===== src/rtl/gpio_pinmux_pkg.sv =====
package gpio_pinmux_pkg;
  localparam logic [2:0] FS_GPIO = 3'd3;
  localparam logic [2:0] FS_ALT  = 3'd4;

  typedef struct packed {
    logic [2:0] fsel;
    logic       dir;
    logic       inv;
    logic       pud;
  } pin_cfg_t;

  localparam pin_cfg_t CFG_RESET = '{fsel: FS_GPIO, dir: 1'b0, inv: 1'b0, pud: 1'b0};

  function automatic logic [7:0] cfg_to_byte(input pin_cfg_t c);
    return {2'b00, c};
  endfunction

  function automatic pin_cfg_t byte_to_cfg(input logic [5:0] b);
    return pin_cfg_t'(b);
  endfunction
endpackage


===== src/rtl/gpio_in_sync.sv =====
module gpio_in_sync #(
  parameter int W = 108
) (
  input  logic         clk,
  input  logic         rst_n,
  input  logic [W-1:0] d,
  output logic [W-1:0] q
);
  logic [W-1:0] stage1;

  always_ff @(posedge clk or negedge rst_n) begin
    if (!rst_n) begin
      stage1 <= '0;
      q      <= '0;
    end else begin
      stage1 <= d;
      q      <= stage1;
    end
  end
endmodule


===== src/rtl/gpio_pin_slice.sv =====
module gpio_pin_slice
  import gpio_pinmux_pkg::*;
#(
  parameter bit HAS_ALT   = 1'b0,
  parameter bit PU_FORCED = 1'b0
) (
  input  pin_cfg_t   cfg,
  input  logic [2:0] per_do,
  input  logic [2:0] per_oe,
  input  logic       alt_do,
  input  logic       alt_oe,
  input  logic       gpio_do,
  output logic       pad_do,
  output logic       pad_oe,
  output logic       pad_pu
);
  logic src_do, src_oe;

  always_comb begin
    src_do = 1'b0;
    src_oe = 1'b0;
    case (cfg.fsel)
      3'd0, 3'd1, 3'd2: begin
        src_do = per_do[cfg.fsel];
        src_oe = per_oe[cfg.fsel];
      end
      FS_GPIO: begin
        src_do = gpio_do;
        src_oe = cfg.dir;
      end
      FS_ALT: begin
        if (HAS_ALT) begin
          src_do = alt_do;
          src_oe = alt_oe;
        end
      end
      default: begin
        src_do = 1'b0;
        src_oe = 1'b0;
      end
    endcase
  end

  assign pad_do = src_do ^ cfg.inv;
  assign pad_oe = src_oe;

  generate
    if (PU_FORCED) begin : g_pu_fixed
      assign pad_pu = 1'b1;
    end else begin : g_pu_prog
      assign pad_pu = ~cfg.pud;
    end
  endgenerate
endmodule


===== src/rtl/gpio_cfg_regs.sv =====
module gpio_cfg_regs
  import gpio_pinmux_pkg::*;
#(
  parameter int NUM_PINS  = 108,
  parameter int ADDR_W    = 6,
  parameter int DATA_BASE = 32,
  parameter int IN_BASE   = 40
) (
  input  logic                     clk,
  input  logic                     rst_n,
  input  logic                     we,
  input  logic                     re,
  input  logic [ADDR_W-1:0]        addr,
  input  logic [31:0]              wdata,
  output logic [31:0]              rdata,
  input  logic [NUM_PINS-1:0]      in_val,
  output pin_cfg_t [NUM_PINS-1:0]  cfg_o,
  output logic [NUM_PINS-1:0]      gdata_o
);
  localparam int NCFG = (NUM_PINS + 3) / 4;

  pin_cfg_t [NUM_PINS-1:0] cfg_q;
  logic [NUM_PINS-1:0]     gdata_q;
  logic [31:0]             rd_word;

  always_ff @(posedge clk or negedge rst_n) begin
    if (!rst_n) begin
      for (int p = 0; p < NUM_PINS; p++) cfg_q[p] <= CFG_RESET;
      gdata_q <= '0;
    end else if (we) begin
      for (int p = 0; p < NUM_PINS; p++) begin
        if (addr == ADDR_W'(p / 4))
          cfg_q[p] <= byte_to_cfg(wdata[8*(p%4) +: 6]);
        if (addr == ADDR_W'(DATA_BASE + p / 32))
          gdata_q[p] <= wdata[p%32];
      end
    end
  end

  always_comb begin
    rd_word = '0;
    for (int p = 0; p < NUM_PINS; p++) begin
      if (addr == ADDR_W'(p / 4))
        rd_word[8*(p%4) +: 8] = cfg_to_byte(cfg_q[p]);
      if (addr == ADDR_W'(DATA_BASE + p / 32))
        rd_word[p%32] = gdata_q[p];
      if (addr == ADDR_W'(IN_BASE + p / 32))
        rd_word[p%32] = in_val[p];
    end
  end

  always_ff @(posedge clk or negedge rst_n) begin
    if (!rst_n)  rdata <= '0;
    else if (re) rdata <= rd_word;
  end

  assign cfg_o   = cfg_q;
  assign gdata_o = gdata_q;

  // a configuration write lands in storage on the strobe edge
  a_r9_cfg_write_lands: assert property (@(posedge clk) disable iff (!rst_n)
    (we && addr < ADDR_W'(NCFG)) |=>
      (cfg_q[4*int'($past(addr))] == byte_to_cfg($past(wdata[5:0]))));

  // reserved bits of a configuration word never read back as 1
  a_r1_reserved_zero: assert property (@(posedge clk) disable iff (!rst_n)
    (re && addr < ADDR_W'(NCFG)) |=> ((rdata & 32'hC0C0C0C0) == 32'h0));

  // reg_rdata only moves after a read strobe
  a_r1_rdata_hold: assert property (@(posedge clk) disable iff (!rst_n)
    !re |=> $stable(rdata));
endmodule


===== src/rtl/gpio_pinmux.sv =====
module gpio_pinmux
  import gpio_pinmux_pkg::*;
#(
  parameter int NUM_PINS  = 108,
  parameter int ALT_PINS  = 16,
  parameter int ADDR_W    = 6,
  parameter int DATA_BASE = 32,
  parameter int IN_BASE   = 40,
  parameter logic [NUM_PINS-1:0] PU_LOCK =
    (NUM_PINS'(1) << 9) | (NUM_PINS'(1) << 12) |
    (NUM_PINS'(1) << 106) | (NUM_PINS'(1) << 107)
) (
  input  logic                  clk,
  input  logic                  rst_n,
  input  logic                  reg_we,
  input  logic                  reg_re,
  input  logic [ADDR_W-1:0]     reg_addr,
  input  logic [31:0]           reg_wdata,
  output logic [31:0]           reg_rdata,
  input  logic [3*NUM_PINS-1:0] fn_do,
  input  logic [3*NUM_PINS-1:0] fn_oe,
  input  logic [ALT_PINS-1:0]   alt_do,
  input  logic [ALT_PINS-1:0]   alt_oe,
  input  logic [NUM_PINS-1:0]   pad_in,
  output logic [NUM_PINS-1:0]   core_in,
  output logic [NUM_PINS-1:0]   pad_do,
  output logic [NUM_PINS-1:0]   pad_oe,
  output logic [NUM_PINS-1:0]   pad_pu
);
  pin_cfg_t [NUM_PINS-1:0] cfg_w;
  logic [NUM_PINS-1:0]     gdata_w;
  logic [NUM_PINS-1:0]     sync_w;
  logic [NUM_PINS-1:0]     inv_w;

  gpio_cfg_regs #(
    .NUM_PINS(NUM_PINS), .ADDR_W(ADDR_W), .DATA_BASE(DATA_BASE), .IN_BASE(IN_BASE)
  ) u_regs (
    .clk(clk), .rst_n(rst_n), .we(reg_we), .re(reg_re), .addr(reg_addr),
    .wdata(reg_wdata), .rdata(reg_rdata), .in_val(core_in),
    .cfg_o(cfg_w), .gdata_o(gdata_w)
  );

  gpio_in_sync #(.W(NUM_PINS)) u_sync (
    .clk(clk), .rst_n(rst_n), .d(pad_in), .q(sync_w)
  );

  assign core_in = sync_w ^ inv_w;

  genvar p;
  generate
    for (p = 0; p < NUM_PINS; p++) begin : g_pin
      logic a_do, a_oe;
      assign inv_w[p] = cfg_w[p].inv;
      if (p < ALT_PINS) begin : g_alt
        assign a_do = alt_do[p];
        assign a_oe = alt_oe[p];
      end else begin : g_noalt
        assign a_do = 1'b0;
        assign a_oe = 1'b0;
      end

      gpio_pin_slice #(.HAS_ALT(p < ALT_PINS), .PU_FORCED(PU_LOCK[p])) u_slice (
        .cfg(cfg_w[p]),
        .per_do({fn_do[2*NUM_PINS+p], fn_do[NUM_PINS+p], fn_do[p]}),
        .per_oe({fn_oe[2*NUM_PINS+p], fn_oe[NUM_PINS+p], fn_oe[p]}),
        .alt_do(a_do), .alt_oe(a_oe), .gpio_do(gdata_w[p]),
        .pad_do(pad_do[p]), .pad_oe(pad_oe[p]), .pad_pu(pad_pu[p])
      );

      // an unsupported select never drives the pad
      a_r5_bad_sel_undriven: assert property (@(posedge clk) disable iff (!rst_n)
        ((cfg_w[p].fsel > FS_ALT) || (cfg_w[p].fsel == FS_ALT && p >= ALT_PINS))
          |-> !pad_oe[p]);

      if (PU_LOCK[p]) begin : g_lock_chk
        // locked pins keep the pull-up whatever is written
        a_r7_locked_pullup: assert property (@(posedge clk) disable iff (!rst_n)
          pad_pu[p]);
      end
    end
  endgenerate

  // all pads are inputs on the first edge after reset release
  a_r2_inputs_after_reset: assert property (@(posedge clk) disable iff (!rst_n)
    $rose(rst_n) |-> (pad_oe == '0));
endmodule


===== config.mk =====
export PLATFORM = sky130hd
export DESIGN_NAME = gpio_pinmux
export DESIGN_NICKNAME = d
export VERILOG_FILES = /design/src/rtl/gpio_pinmux_pkg.sv /design/src/rtl/gpio_in_sync.sv /design/src/rtl/gpio_pin_slice.sv /design/src/rtl/gpio_cfg_regs.sv /design/src/rtl/gpio_pinmux.sv
export SDC_FILE = /design/constraint.sdc
export NUM_CORES = 2
export LEC_CHECK = 0
export BUFFER_PORTS_ARGS = -buffer_cell sky130_fd_sc_hd__buf_2
export CORE_AREA = 2 2 509 511
export CTS_BUF_LIST = sky130_fd_sc_hd__clkbuf_4 sky130_fd_sc_hd__clkbuf_8 sky130_fd_sc_hd__clkbuf_16
export DETAILED_ROUTE_END_ITERATION = 8
export DIE_AREA = 0 0 511 513
export SLEW_MARGIN = 20
export SYNTH_ARGS = -nofsm -noshare
export SYNTH_HDL_FRONTEND = slang
export SYNTH_SLANG_ARGS = --single-unit

===== constraint.sdc =====
create_clock -name clk -period 2.12 [get_ports clk]
set_input_delay 0.106 -clock clk [delete_from_list [all_inputs] [get_ports clk]]
set_output_delay 0.106 -clock clk [all_outputs]
set_load 0.05 [all_outputs]

==> impl_metrics.sql <==
INSERT INTO impl_metrics (metric_group, metric, value, unit) VALUES
('critical_path', 'destination_of_the_critical_timing_path', 'pad_do[55]', ''),
('place', 'input_output_buffers', '1289', ''),
('critical_path', 'crit-reg2reg-capture', 'u_regs.rdata[11]', ''),
('timing', 'period_needed', '2.710', 'ns'),
('finish', 'drive_above_1_share', '0.6390', ''),
('place', 'post_dp_cell_area', '0.07149', 'mm2'),
('finish', 'stdcell_area', '0.08496', 'mm2'),
('global_route', 'vias_in_the_first_global_route', '53230', ''),
('routing', 'drt_pre_antenna_iters', '8', ''),
('clock_tree', 'clockBufferDepth', '3', ''),
('logic_synthesis', 'synth_seq_area_share', '0.4660', ''),
('critical_path', 'critPathMaxStageDelay', '0.56', 'ns'),
('place', 'dp_slack', '-1.044', 'ns'),
('routing', 'drt_iter0_drc', '5736', ''),
('timing', 'report.final.setup_viol', '221', ''),
('pwr', 'power.switching', '0.03215', 'W'),
('clock_tree', 'cts.sink_count', '1004', ''),
('critical_path', 'timing.critical_path.slowest_stage_cell', 'sky130_fd_sc_hd__mux4_2', ''),
('logic_synthesis', 'yosys_warnings', '0', ''),
('logic_synthesis', 'synthMostInstantiatedCell', 'sky130_fd_sc_hd__dfrtp_1', ''),
('place', 'routabilityCongestion', '1.076', ''),
('die', 'initial_core_util', '0.2127', ''),
('timing', 'min_period_over_period', '1.278', ''),
('logic_synthesis', 'syn-instance-count', '4498', ''),
('pwr', 'seqPwrFrac', '0.328', ''),
('global_route', 'globalRouteTotalUtil', '0.3199', ''),
('finish', 'number_of_nets_in_the_layout', '7570', ''),
('clock_tree', 'clock_tree_root_driver_cell', 'sky130_fd_sc_hd__clkbuf_16', ''),
('logic_synthesis', 'synth-edff-count', '0', ''),
('logic_synthesis', 'ys_top_cells_by_area', 'sky130_fd_sc_hd__dfrtp_1 36%, sky130_fd_sc_hd__mux2_2 16%, sky130_fd_sc_hd__dfstp_2 10%', ''),
('timing', 'final-max-slew-violation-count', '0', ''),
('logic_synthesis', 'number_of_flip_flops_and_latches_in_the_synthesized_netlist', '1004', ''),
('die', 'num_rows', '186', ''),
('logic_synthesis', 'netlist.area_leader.share', '0.3619', ''),
('logic_synthesis', 'dominant_cell_type_by_area_after_synthesis', 'sky130_fd_sc_hd__dfrtp_1', ''),
('status', 'failed_checks', 'setup timing', ''),
('critical_path', 'critPathKind', 'reg -> out', ''),
('clock_tree', 'clk_transition_reported_paths', '0.06', 'ns'),
('timing', 'slew_headroom', '0.4011', ''),
('routing', 'routed_via_density', '5.137', ''),
('clock_tree', 'tritoncts', 'built', ''),
('routing', 'drt-wirelength-per-cell', '42.07', 'um'),
('status', 'status', 'finished with violations', ''),
('worst_hold_path', 'worst_hold_path_type', 'in -> reg', ''),
('critical_path', 'critPathCaptureType', 'output pin', ''),
('critical_path', 'worstPathArrival', '2.60', 'ns'),
('critical_path', 'cp_num_buf_inv', '2', ''),
('logic_synthesis', 'yosys_most_used_dff', 'sky130_fd_sc_hd__dfrtp_1', ''),
('pwr', 'total_leakage_power', '38.87', 'nW'),
('finish', 'flow.area_growth_from_synthesis', '55.91', '%'),
('pwr', 'p_int', '0.04790', 'W'),
('clock_tree', 'ctsHtreeMaxLevel', '3', ''),
('timing', 'setup_total_negative_slack', '-77.17', 'ns'),
('critical_path', 'ff2ff_setup_slack', '-0.21', 'ns'),
('logic_synthesis', 'synth_cell_type_count', '89', ''),
('pwr', 'p_sw_frac', '0.4016', ''),
('logic_synthesis', 'syn_avg_cell_area', '12.11', 'um2'),
('timing', 'max_clock_freq', '369.1', 'MHz'),
('timing', 'max_slew.worst_pin.slew', '0.8890', 'ns'),
('timing', 'rsz0062_at_grt', 'yes', ''),
('timing', 'timing.hold.ws', '0.02199', 'ns'),
('critical_path', 'worstSetupStartpoint', 'u_regs.cfg_o[333]', ''),
('pwr', 'worst_ir_drop_vdd', '0.7934', 'mV'),
('critical_path', 'worstRegToRegCells', '7', ''),
('timing', 'fin_hold_viols', '0', ''),
('die', 'die_area', '0.2621', 'mm2'),
('timing', 'finalWorstSetupSlack', '-0.5896', 'ns'),
('pwr', 'p_comb_frac', '0.376', ''),
('die', 'top_level_ports', '1294', ''),
('pwr', 'power_density', '942.3', 'mW/mm2'),
('global_route', 'grt_first_pass_wirelength', '551.6', 'mm');
registers in the layout, summed over array words and instances (netlist names):
name and flops:
u_regs.cfg_o 648, u_sync.stage1 108, u_regs.gdata_o 108, u_sync.q 108
u_regs.rdata 32
through the flow:
step / std cells / utilization / power [W]
finish: 10290 / 0.3316 / 0.08005
global route: 10260 / 0.3313 / 0.08185
CTS: 10170 / 0.3249 / 0.07910
detailed placement: 9586 / 0.2790 / 0.05132
global placement: 9586 / 0.2790 / 0.05121
floorplan: 4501 / - / 0.03878
final cells by class:
cell class	instances	area [um2]
diodes	61	152.6
clock buffers	165	3467
clock inverters	61	999.7
fillers	25910	171300
inverters	117	439.2
multi-input cells	2749	27960
flip-flops and latches	1004	25460
well taps	3384	4234
repair buffers	2749	22250
worst min path at each step:
stage	start	end	slack (ns)	depth (start not counted)
global placement	rst_n	u_regs.cfg_o[600]	0.12	1
floorplan	rst_n	u_regs.cfg_o[0]	-0.19	0
finish	pad_in[80]	u_sync.stage1[80]	0.02	2
detailed placement	rst_n	u_regs.cfg_o[600]	0.12	1
global route	pad_in[70]	u_sync.stage1[70]	0.01	2
CTS	pad_in[70]	u_sync.stage1[70]	0.006	2
power by group through the flow:
stage / Combinational, W / Sequential, W / Clock (W)
final: 0.0301 / 0.0263 / 0.0237
after global routing: 0.0309 / 0.0263 / 0.0247
after CTS: 0.0291 / 0.0261 / 0.0239
after detailed placement: 0.0249 / 0.0264 / 0
after global placement: 0.0248 / 0.0264 / 0
after floorplan: 0.0150 / 0.0238 / 0
metal layers:
| layer | vias to the layer above | track usage | wire length [um] |
|---|---|---|---|
| met5 | - | 0 | 268 |
| met4 | 42 | 0.1878 | 31180 |
| met3 | 842 | 0.08528 | 39360 |
| met2 | 3484 | 0.5010 | 192300 |
| met1 | 27770 | 0.3946 | 169800 |
| li1 | 20730 | - | - |
kinds of logic (layout without fill, tap and decap cells):
group | count (synthesis) | in the layout | synth area share
xor+xnor | 216 | 216 | 0.03472
other cells | 1 | 65 | 0.00006882
mux | 1031 | 1031 | 0.2514
flops | 1004 | 1004 | 0.4660
compound gates | 749 | 749 | 0.09566
buf+inv | 748 | 3092 | 0.07867
simple gates | 749 | 749 | 0.07343
cell usage in the layout (no fill, tap or decap), types with 59 or more instances in the layout:
cell	synthesis	final
sky130_fd_sc_hd__o21ai_0	82	76
sky130_fd_sc_hd__dfstp_2	216	216
sky130_fd_sc_hd__nor2b_4	0	94
sky130_fd_sc_hd__inv_1	116	116
sky130_fd_sc_hd__dfrtp_1	788	741
sky130_fd_sc_hd__a22oi_1	122	88
sky130_fd_sc_hd__dlygate4sd3_1	0	228
sky130_fd_sc_hd__mux4_2	191	191
sky130_fd_sc_hd__nand2b_1	96	59
sky130_fd_sc_hd__nor2_1	171	163
sky130_fd_sc_hd__o22ai_1	79	60
sky130_fd_sc_hd__buf_6	7	173
sky130_fd_sc_hd__a21oi_1	143	132
sky130_fd_sc_hd__diode_2	0	61
sky130_fd_sc_hd__nand2_1	158	151
sky130_fd_sc_hd__buf_12	0	207
sky130_fd_sc_hd__buf_4	345	1078
sky130_fd_sc_hd__clkbuf_16	0	121
sky130_fd_sc_hd__buf_2	104	1018
sky130_fd_sc_hd__mux2_2	757	725
sky130_fd_sc_hd__xor2_1	124	72
what timing repair did:
action | 4_1_cts | 5_1_grt
gates resized for setup | 954 | 246
endpoints found under the hold margin | 1388 | 0
pin swaps | 106 | 123
setup buffers | 146 | 58
setup endpoints to repair | 299 | 250
hold buffers | 229 | 0
Power figures use the tool's default switching activity.
